### config.mk
export PLATFORM = sky130hd
export DESIGN_NAME = sc_tx_guard
export DESIGN_NICKNAME = d
export VERILOG_FILES = /design/src/rtl/sc_tx_pkg.sv /design/src/rtl/sc_tx_frame_fmt.sv /design/src/rtl/sc_tx_guard_timer.sv /design/src/rtl/sc_tx_shifter.sv /design/src/rtl/sc_tx_guard.sv
export SDC_FILE = /design/constraint.sdc
export NUM_CORES = 1
export LEC_CHECK = 0
export ABC_AREA = 1
export BUFFER_PORTS_ARGS = -buffer_cell sky130_fd_sc_hd__buf_2
export CAP_MARGIN = 20
export CORE_MARGIN = 4
export CORE_UTILIZATION = 38
export CTS_CLUSTER_DIAMETER = 120
export DETAILED_ROUTE_END_ITERATION = 16
export GPL_ROUTABILITY_DRIVEN = 0
export GPL_TIMING_DRIVEN = 0
export PLACE_DENSITY = 0.65
export SYNTH_ARGS = -nofsm -noshare
export SYNTH_HDL_FRONTEND = slang
export SYNTH_HIERARCHICAL = 1
export SYNTH_SLANG_ARGS = --single-unit
### constraint.sdc
create_clock -name clk -period 1.5 [get_ports clk]
set_input_delay 0.3 -clock clk [delete_from_list [all_inputs] [get_ports clk]]
set_output_delay 0.3 -clock clk [all_outputs]
set_load 0.02 [all_outputs]
### src/rtl/sc_tx_pkg.sv
package sc_tx_pkg;
  localparam int unsigned DATA_W        = 8;
  localparam int unsigned GUARD_W       = 8;
  localparam int unsigned TICKS_PER_ETU = 10;
  localparam int unsigned BASE_ETU      = 12;
  localparam int unsigned FRAME_BITS    = DATA_W + 2;
  localparam int unsigned MAX_TICKS     = (BASE_ETU + (1 << GUARD_W)) * TICKS_PER_ETU;
  localparam int unsigned CNT_W         = $clog2(MAX_TICKS + 1);
  localparam int unsigned FRAC_TICKS    = (8 * TICKS_PER_ETU) / 10;

  // Minimum distance between start bits, in sub-ETU ticks.
  function automatic logic [CNT_W-1:0] spacing_ticks(input logic [GUARD_W-1:0] g,
                                                     input logic t1);
    logic [CNT_W-1:0] r;
    if (g == {GUARD_W{1'b1}}) begin
      if (t1) r = CNT_W'((BASE_ETU - 2) * TICKS_PER_ETU + FRAC_TICKS);
      else    r = CNT_W'((BASE_ETU - 1) * TICKS_PER_ETU + FRAC_TICKS);
    end else begin
      r = CNT_W'(BASE_ETU * TICKS_PER_ETU) + CNT_W'(g) * CNT_W'(TICKS_PER_ETU);
    end
    return r;
  endfunction
endpackage

### src/rtl/sc_tx_frame_fmt.sv
module sc_tx_frame_fmt
  import sc_tx_pkg::*;
#(
  parameter int unsigned DW = DATA_W
) (
  input  logic [DW-1:0] data_in,
  input  logic          conv_direct,
  output logic [DW+1:0] frame_out
);
  logic          par;
  logic [DW-1:0] wire_bits;

  assign par = ^data_in;

  for (genvar i = 0; i < DW; i++) begin : g_bit
    assign wire_bits[i] = conv_direct ? data_in[i] : ~data_in[DW-1-i];
  end

  // Bit 0 goes out first: start, data, parity.
  assign frame_out = {(conv_direct ? par : ~par), wire_bits, 1'b0};
endmodule

### src/rtl/sc_tx_guard_timer.sv
module sc_tx_guard_timer
  import sc_tx_pkg::*;
#(
  parameter int unsigned CW = CNT_W
) (
  input  logic          clk,
  input  logic          rst_n,
  input  logic          en,
  input  logic          load,
  input  logic          adv,
  input  logic [CW-1:0] limit,
  output logic          busy
);
  logic [CW-1:0] gap_q, gap_d;
  logic          busy_q, busy_d;
  logic [CW-1:0] gap_inc;

  assign gap_inc = gap_q + CW'(1);

  always_comb begin
    gap_d  = gap_q;
    busy_d = busy_q;
    if (!en) begin
      busy_d = 1'b0;
    end else if (load) begin
      gap_d  = '0;
      busy_d = 1'b1;
    end else if (adv && busy_q) begin
      gap_d = gap_inc;
      if (gap_inc >= limit) busy_d = 1'b0;
    end
  end

  always_ff @(posedge clk or negedge rst_n) begin
    if (!rst_n) begin
      gap_q  <= '0;
      busy_q <= 1'b0;
    end else begin
      gap_q  <= gap_d;
      busy_q <= busy_d;
    end
  end

  assign busy = busy_q;

  assert_gap_frozen_R9: assert property (@(posedge clk) disable iff (!rst_n)
    (en && busy_q && !adv && !load) |=> $stable(gap_q));

  assert_no_early_release_R7: assert property (@(posedge clk) disable iff (!rst_n)
    (en && busy_q && !load && (gap_inc < limit)) |=> busy_q);
endmodule

### src/rtl/sc_tx_shifter.sv
module sc_tx_shifter
  import sc_tx_pkg::*;
#(
  parameter int unsigned FB  = FRAME_BITS,
  parameter int unsigned TPE = TICKS_PER_ETU
) (
  input  logic          clk,
  input  logic          rst_n,
  input  logic          en,
  input  logic          load,
  input  logic          adv,
  input  logic [FB-1:0] frame_in,
  output logic          line_out
);
  localparam int unsigned PW = $clog2(TPE);

  logic [FB-1:0] sh_q, sh_d;
  logic [PW-1:0] ph_q, ph_d;

  always_comb begin
    sh_d = sh_q;
    ph_d = ph_q;
    if (!en) begin
      sh_d = '1;
      ph_d = '0;
    end else if (load) begin
      sh_d = frame_in;
      ph_d = '0;
    end else if (adv) begin
      if (ph_q == PW'(TPE - 1)) begin
        ph_d = '0;
        sh_d = {1'b1, sh_q[FB-1:1]};
      end else begin
        ph_d = ph_q + PW'(1);
      end
    end
  end

  always_ff @(posedge clk or negedge rst_n) begin
    if (!rst_n) begin
      sh_q <= '1;
      ph_q <= '0;
    end else begin
      sh_q <= sh_d;
      ph_q <= ph_d;
    end
  end

  assign line_out = sh_q[0];

  assert_start_low_R4: assert property (@(posedge clk) disable iff (!rst_n)
    (en && load) |=> !line_out);
endmodule

### src/rtl/sc_tx_guard.sv
module sc_tx_guard
  import sc_tx_pkg::*;
#(
  parameter int unsigned DW = DATA_W,
  parameter int unsigned GW = GUARD_W
) (
  input  logic          clk,
  input  logic          rst_n,
  input  logic          tx_en,
  input  logic          wr_stb,
  input  logic [DW-1:0] wr_data,
  input  logic          conv_direct,
  input  logic          proto_t1,
  input  logic [GW-1:0] guard_val,
  input  logic          sub_tick,
  input  logic          hold,
  output logic          line_out,
  output logic          buf_empty
);
  localparam int unsigned FB = DW + 2;

  logic [1:0]    rst_sync_q;
  logic          rst_i_n;
  logic          en_q;
  logic          bv_q, bv_d;
  logic [DW-1:0] bd_q, bd_d;
  logic          busy, load, adv;
  logic [FB-1:0] frame;
  logic [CNT_W-1:0] limit;

  always_ff @(posedge clk or negedge rst_n) begin
    if (!rst_n) rst_sync_q <= 2'b00;
    else        rst_sync_q <= {rst_sync_q[0], 1'b1};
  end
  assign rst_i_n = rst_sync_q[1];

  assign load  = tx_en && bv_q && !busy && !hold;
  assign adv   = tx_en && sub_tick && busy && !hold;
  assign limit = spacing_ticks(guard_val, proto_t1);

  always_comb begin
    bv_d = bv_q;
    bd_d = bd_q;
    if (!tx_en) begin
      bv_d = 1'b0;
    end else if (load) begin
      bv_d = 1'b0;
    end else if (wr_stb && !bv_q) begin
      bv_d = 1'b1;
      bd_d = wr_data;
    end
  end

  always_ff @(posedge clk or negedge rst_i_n) begin
    if (!rst_i_n) begin
      en_q <= 1'b0;
      bv_q <= 1'b0;
      bd_q <= '0;
    end else begin
      en_q <= tx_en;
      bv_q <= bv_d;
      bd_q <= bd_d;
    end
  end

  assign buf_empty = en_q && !bv_q;

  sc_tx_frame_fmt #(.DW(DW)) fmt_i (
    .data_in(bd_q), .conv_direct(conv_direct), .frame_out(frame));

  sc_tx_guard_timer #(.CW(CNT_W)) tmr_i (
    .clk(clk), .rst_n(rst_i_n), .en(tx_en), .load(load), .adv(adv),
    .limit(limit), .busy(busy));

  sc_tx_shifter #(.FB(FB), .TPE(TICKS_PER_ETU)) shf_i (
    .clk(clk), .rst_n(rst_i_n), .en(tx_en), .load(load), .adv(adv),
    .frame_in(frame), .line_out(line_out));

  assert_off_idle_R2: assert property (@(posedge clk) disable iff (!rst_i_n)
    !tx_en |=> (line_out && !buf_empty));

  assert_write_fills_R3: assert property (@(posedge clk) disable iff (!rst_i_n)
    (tx_en && wr_stb && buf_empty) |=> !buf_empty);

  assert_full_write_kept_R10: assert property (@(posedge clk) disable iff (!rst_i_n)
    (tx_en && bv_q && wr_stb && !load) |=> (bv_q && bd_q == $past(bd_q)));

  assert_hold_blocks_R9: assert property (@(posedge clk) disable iff (!rst_i_n)
    (tx_en && hold && bv_q) |=> bv_q);
endmodule

==> results of run 1 <==
## synth_stat cells
master      n  area, µm²
o21a_1      1      7.510
nand3_2     3      30.03
and2_1      4      25.02
a21oi_2     2      17.52
nand3b_1    1      7.510
clkinv_1    1      3.750
or2_2       1      6.260
nand3_1    43      215.2
o21ai_1     8      40.04
nand2_4     1      11.26
nor3_1      4      20.02
buf_2       3      15.01
inv_1      61      229.0
nor2_2      5      31.28
buf_6       1      11.26
nand2_2     7      43.79
inv_2       9      33.78
o22ai_2     1      12.51
a21oi_1    14      70.07
nand2_1   148      555.5
dfrtp_1    29      725.7
fa_1        1      20.02
ha_1       28      350.3
xor2_1      4      35.03
o22ai_1     4      25.02
nor4_1      1      6.260
conb_1      3      11.26
o21ai_0    12      60.06
nor2_4      3      33.78
dfstp_2    10      262.8
nand4_1     7      43.79
clkbuf_1    1      3.750
a21boi_0    1      7.510
nand3b_2    1      11.26
nor2_1     19      71.32
nor4_4      1      21.27
buf_4       3      22.52
mux2_2      8      90.09
## metal layers
layer | track usage (%) | routed length, µm
met4 | 3.466 | 65
met2 | 25.46 | 3391
met5 | 0 | 0
met3 | 2.384 | 163
met1 | 18.73 | 3239
## kinds of logic after synthesis
family	after synthesis	share of synthesized area (%)
other	3	0.3532
multiplexers	8	2.826
buffers and inverters	79	10.01
XOR/XNOR	4	1.099
flip-flops	39	31.00
AND/OR/NAND/NOR	249	35.56
AO/OA/AOI/OAI	43	7.536
adder cells (fa/ha/maj)	29	11.62
## layout make-up
type                    count  area, µm²  area share, %
multi-input cells         336       2034          52.23
clock inverters             1      8.758         0.2249
inverters                  71      266.5          6.842
flip-flops and latches     39      991.0          25.44
plain buffers               8      62.56          1.606
repair buffers             44      314.1          8.063
clock buffers               7      86.33          2.217
well taps                 105      131.4          3.373
## metrics by stage
stage | util, % | area (µm²) | instances | worst slack [ns] | setup TNS (ns)
2_1_floorplan | - | 3221 | 454 | -1.263 | -8.113
3_3_place_gp | 42.53 | 3477 | 584 | -1.645 | -22.97
3_5_place_dp | 42.55 | 3478 | 584 | -1.700 | -19.36
4_1_cts | 46.66 | 3815 | 610 | -1.209 | -1.209
5_1_grt | 47.64 | 3895 | 611 | -1.522 | -3.979
6_report | 47.64 | 3895 | 611 | -1.308 | -1.412
## where the power goes
group / internal (µW) / leakage (µW) / switching (µW) / total, µW
registers: 1280 / 0.000467 / 203 / 1480
logic: 786 / 0.00149 / 999 / 1790
clock network: 377 / 0.0000484 / 370 / 746
## final timing paths
kind | start | to | slack, ns | cells past startpoint
max | guard_val[1] | tmr_i/busy | -1.31 | 22
min | tx_en | en_q | 0.22 | 1
max reg2reg | tmr_i/gap_q[6] | tmr_i/busy | -0.81 | 14
min reg2reg | rst_sync_q[0] | rst_sync_q[1] | 0.35 | 0
max in group asynchronous | rst_sync_q[1] | tmr_i/gap_q[0] | 0.58 | 0
min in group asynchronous | rst_n | rst_sync_q[1] | 0.31 | 2
## flip-flops by register name (all words and copies together), names as in the netlist
name         cells
tmr_i/gap_q     12
shf_i/sh_q      10
bd_q             8
shf_i/ph_q       4
rst_sync_q       2
bv_q             1
en_q             1
tmr_i/busy       1
## repair_timing
| action | in CTS | in global routing |
|---|---|---|
| endpoints found under the setup margin | 27 | 25 |
| hold endpoints to repair | 2 | 0 |
| buffers inserted | 17 | 1 |
| hold buffers | 1 | 0 |
| resized for setup | 20 | 16 |
| pin swaps | 25 | 17 |
==> run_results.csv, run 1 <==
group,metric,value,unit
routing,post_drt_via_cell_ratio,4.782,
cells_and_area,antennaDiodeCount,0,
floorplanning,boundaryPins,26,
setup_path,critical_path_class,"input port to flip-flop",
cells_and_area,layout-area-overhead-vs-synth,22.17,%
grt,number_of_antenna_violations_at_the_first_check_in_global_routing,0,
clock_network,cts_tree,"done",
yosys,avgSynthCellArea,7.022,µm²
yosys,post_synth_inst_count,454,
setup_path,path_cells,"buf_8 -> ha_4 -> ha_4 -> fa_2 -> nor2_1 -> nand2_1 -> nand3_2 -> nor2_4 -> buf_6 -> nor2_4 -> nor2_2 -> inv_1 -> ha_4 -> nand2_2 -> nor2_2 -> nand2_1 -> nor2_1 -> nand2_1 -> nand2_1 -> nand2_1 -> nand2_1 -> a21oi_2",
floorplanning,core,0.008175,mm²
yosys,syn-cell-area,0.003188,mm²
yosys,ys_warn_count,6,
sta,hold_slack,0.2169,ns
routing,route.antenna.remaining_nets,0,
clock_network,cts.reportedPaths.clkPinSlew,0.08,ns
cells_and_area,final_layout_size_suffix_gt1_share,26.28,%
sta,timing.clock.skew,0.003524,ns
sta,max_clock_freq,356.1,MHz
cells_and_area,layout_common_cells,"145 x nand2_1, 60 x inv_1, 43 x nand3_1",
clock_network,numClockSinks,39,
yosys,mappedNetlistNets,507,
grt,grt.total_usage,14.55,%
setup_path,required,1.68,ns
setup_path,path_common_cell,"nand2_1",
floorplanning,initial_core_util,39.00,%
cells_and_area,design.final.nets,558,
yosys,netlist-cell-type-count,38,
floorplanning,dieHeight,99.60,µm
setup_path,setup.worst_path.start_class,"input port",
grt,grt_start_max_net_pins,38,
setup_path,critPathBufInv,3,
floorplanning,floorplan.rows,33,
clock_network,worstSkewPairLatency,0.29,ns
sta,final.period_utilization,187.2,%
sta,setup_violations_final,6,
placement,hpwl,5.097,mm
routing,wl_per_cell,11.23,µm
placement,place.port_buffers,25,
setup_path,worstPathArrival,2.99,ns
cells_and_area,fillCellCount,822,
cells_and_area,mostFrequentLayoutCell,"nand2_1",
setup_path,crit_path_max_fanout,3,
setup_path,critical-path-max-stage-delay,0.58,ns
sta,postLayoutSetupSlackWorst,-1.308,ns
power,ratio_of_total_power_to_cell_area,1030,mW/mm²
routing,route.detailed.drc,0,
routing,drt-pass1-iter-count,4,
routing,detailed_route_via_count,2922,
sta,rsz0062_at_grt,"yes",
setup_path,slowest_cell_on_crit_path,"fa_2",
sta,worst_margin_pin_slew,0.8078,ns
sta,fin_crit,2.808,ns
yosys,yosys_register_bits,39,
routing,detailedRoute.firstIterationViolations,130,
grt,grt_first_pass_wirelength,12.08,mm
clock_network,cts-buffers-inserted,5,
run_status,run_status,"finished with violations",
power,ir_drop,0.4823,mV
grt,grt.overflow.total,0,
job,cap_viol_max_count,0,
clock_network,clockRootBuffer,"clkbuf_8",
routing,drt-total-wl,6.860,mm
power,p_leak,0.002008,µW
sta,final-hold-violation-count,0,
clock_network,cts_max_level,2,
floorplanning,die-area,0.009919,mm²
sta,max_slew_margin,46.14,%
setup_path,critPathTopFamily,"adder cells",
setup_path,critPathCaptureType,"flip-flop",
sta,final-max-slew-violation-count,0,
power,design_power_total,4013,µW
floorplanning,die_width,99.60,µm
hold_path,hold_path_class,"input port to flip-flop",
clock_network,maximum_root_to_sink_buffer_count,2,
grt,via_count_of_the_first_global_routing_pass,2822,
yosys,proportion_of_synthesized_chip_area_in_sequential_cells,31.00,%
run_status,violations_in_the_final_reports,"setup timing",
No activity file was read; power rests on OpenSTA's default activity.
==> run 2, diff against run 1 <==
==> constraint.sdc (replaced) <==
create_clock -name clk -period 3.5 [get_ports clk]
set_input_delay 0.7 -clock clk [delete_from_list [all_inputs] [get_ports clk]]
set_output_delay 0.7 -clock clk [all_outputs]
set_load 0.02 [all_outputs]
==> run 2 against run 1 <==
Against the previous run:
- sequential share of layout area is 2.3 points higher
- non-clock buffer count is 18 lower
- largest power group unchanged
- combinational power decreased by 64%
- routed wire length down 7.9%
- the flow now finishes without violations
==> run_results.csv, run 2 (synthesis gave the netlist of run 1 again) <==
group,metric,value,unit
sta,timing.clock.skew,0.008896,ns
cells_and_area,antennaDiodeCount,0,
sta,max_slew_margin,30.34,%
grt,grt.overflow.total,0,
cells_and_area,largest_reg_flops,12,
power,design_power_total,1577,µW
floorplanning,dieHeight,99.60,µm
sta,final-hold-violation-count,0,
job,cap_viol_max_count,0,
grt,grt_start_max_net_pins,38,
cells_and_area,design.final.nets,540,
routing,wl_per_cell,10.66,µm
setup_path,critPathCaptureType,"flip-flop",
cells_and_area,multiInputGateArea,0.001906,mm²
cells_and_area,register_area,989.7,µm²
setup_path,ff2ff_setup_slack,1.08,ns
routing,route.antenna.remaining_nets,0,
setup_path,setup.worst_path.start_class,"input port",
clock_network,worstSkewPairLatency,0.29,ns
sta,final.period_utilization,93.48,%
routing,detailed_route_via_count,2861,
sta,setup_violations_final,0,
floorplanning,initial_core_util,39.00,%
setup_path,critical_path_class,"input port to flip-flop",
sta,max_clock_freq,305.6,MHz
clock_network,numClockSinks,39,
setup_path,path_cells,"buf_2 -> ha_1 -> ha_2 -> fa_2 -> nor2_1 -> nand2_1 -> nand3_2 -> nor2_4 -> nand3_2 -> a21oi_2 -> inv_2 -> ha_4 -> nand2_1 -> nor2_2 -> nand2_1 -> nor2_1 -> nand2_1 -> nand2_1 -> nand2_1 -> nand2_1 -> a21oi_1",
floorplanning,die_width,99.60,µm
cells_and_area,largest_register,"tmr_i/gap_q",
cells_and_area,postLayoutCellArea,0.003562,mm²
routing,route.detailed.drc,0,
grt,grt.total_usage,13.33,%
sta,fin_crit,3.272,ns
cells_and_area,final_layout_size_suffix_gt1_share,20.08,%
setup_path,worst-r2r-cell-count,18,
sta,postLayoutSetupSlackWorst,0.2281,ns
cells_and_area,layout-area-overhead-vs-synth,11.73,%
setup_path,slowest_cell_on_crit_path,"fa_2",
setup_path,critPathBufInv,2,
routing,drt-total-wl,6.320,mm
run_status,run_status,"completed",
setup_path,crit_path_max_fanout,4,
cells_and_area,layout_common_cells,"148 x nand2_1, 60 x inv_1, 43 x nand3_1",
clock_network,cts-buffers-inserted,5,
cells_and_area,layout.cells.non_filler,593,
sta,final-max-slew-violation-count,0,
hold_path,hold_path_class,"input port to async pin",
placement,place.port_buffers,25,
grt,grt_first_pass_wirelength,11.21,mm
setup_path,path_common_cell,"nand2_1",
routing,detailedRoute.firstIterationViolations,122,
setup_path,critical-path-max-stage-delay,0.58,ns
cells_and_area,mostFrequentLayoutCell,"nand2_1",
placement,dp_cell_count,584,
placement,placed_cell_area,0.003446,mm²
placement,dpl_worst_slack,-0.1772,ns
power,ratio_of_total_power_to_cell_area,442.8,mW/mm²
floorplanning,die-area,0.009919,mm²
clock_network,cts_tree,"done",
clock_network,cts.reportedPaths.clkPinSlew,0.07,ns
power,p_leak,0.001891,µW
setup_path,required,3.67,ns
power,ir_drop,0.1855,mV
grt,via_count_of_the_first_global_routing_pass,2607,
floorplanning,floorplan.rows,33,
setup_path,r2r-start,"tmr_i/gap_q[0]",
clock_network,cts_max_level,2,
routing,drt-pass1-iter-count,4,
clock_network,maximum_root_to_sink_buffer_count,2,
placement,hpwl,4.917,mm
setup_path,critPathTopFamily,"adder cells",
cells_and_area,reg_top3,"tmr_i/gap_q: 12 flops, shf_i/sh_q: 10 flops, bd_q: 8 flops",
setup_path,endpoint_of_the_worst_register_to_register_path,"tmr_i/busy",
cells_and_area,fillCellCount,847,
floorplanning,boundaryPins,26,
floorplanning,core,0.008175,mm²
clock_network,clockRootBuffer,"clkbuf_8",
grt,number_of_antenna_violations_at_the_first_check_in_global_routing,0,
setup_path,worstPathArrival,3.44,ns
sta,worst_margin_pin_slew,1.037,ns
routing,post_drt_via_cell_ratio,4.825,
[run 2: layout make-up]
| type | instances | share of cell area [%] |
|---|---|---|
| clock buffers | 7 | 2.143 |
| plain buffers | 8 | 1.475 |
| clock inverters | 1 | 0.2107 |
| well taps | 105 | 3.688 |
| multi-input cells | 336 | 53.49 |
| inverters | 71 | 7.482 |
| repair buffers | 26 | 3.723 |
| flip-flops and latches | 39 | 27.78 |
[run 2: stage by stage]
step                      utilization, %  TNS [ns]  hold slack, ns
after floorplan                        -         0          0.3312
after global placement             42.13   -0.1573          0.3378
after detailed placement           42.15   -0.1772          0.3401
after CTS                          43.17         0          0.1741
after global routing               43.57  -0.01003          0.1608
final                              43.57         0          0.1884
[run 2: worst max-delay path by stage]
stage / from / end / slack, ns / cells after the start
2_1_floorplan: guard_val[1] / tmr_i/busy / 0.24 / 21
3_3_place_gp: guard_val[1] / tmr_i/busy / -0.16 / 22
3_5_place_dp: guard_val[1] / tmr_i/busy / -0.18 / 22
4_1_cts: guard_val[1] / tmr_i/busy / 0.12 / 22
5_1_grt: guard_val[1] / tmr_i/busy / -0.01 / 21
6_report: guard_val[1] / tmr_i/busy / 0.23 / 21
[run 2: repair_timing]
| action | 4_1_cts | 5_1_grt |
|---|---|---|
| endpoints found under the setup margin | 0 | 1 |
| buffers inserted | 0 | 1 |
| endpoints found under the hold margin | 0 | 0 |
| resized for setup | 0 | 6 |
| hold buffers | 0 | 0 |
[run 2: routing by layer]
layer  vias to the layer above  global-route usage (%)  wire, µm
met5                         -                       0         0
met1                      1295                   18.21      3183
met3                         2                   2.244       168
met4                         0                   3.046        40
met2                        50                   22.11      2929
li1                       1514                       -         -
[run 2: power by group]
| part | internal (µW) | leakage (µW) | switching [µW] | total, µW |
|---|---|---|---|---|
| Combinational | 265 | 0.00138 | 385 | 651 |
| Sequential | 547 | 0.000469 | 83.6 | 631 |
| Clock | 141 | 0.0000385 | 155 | 296 |
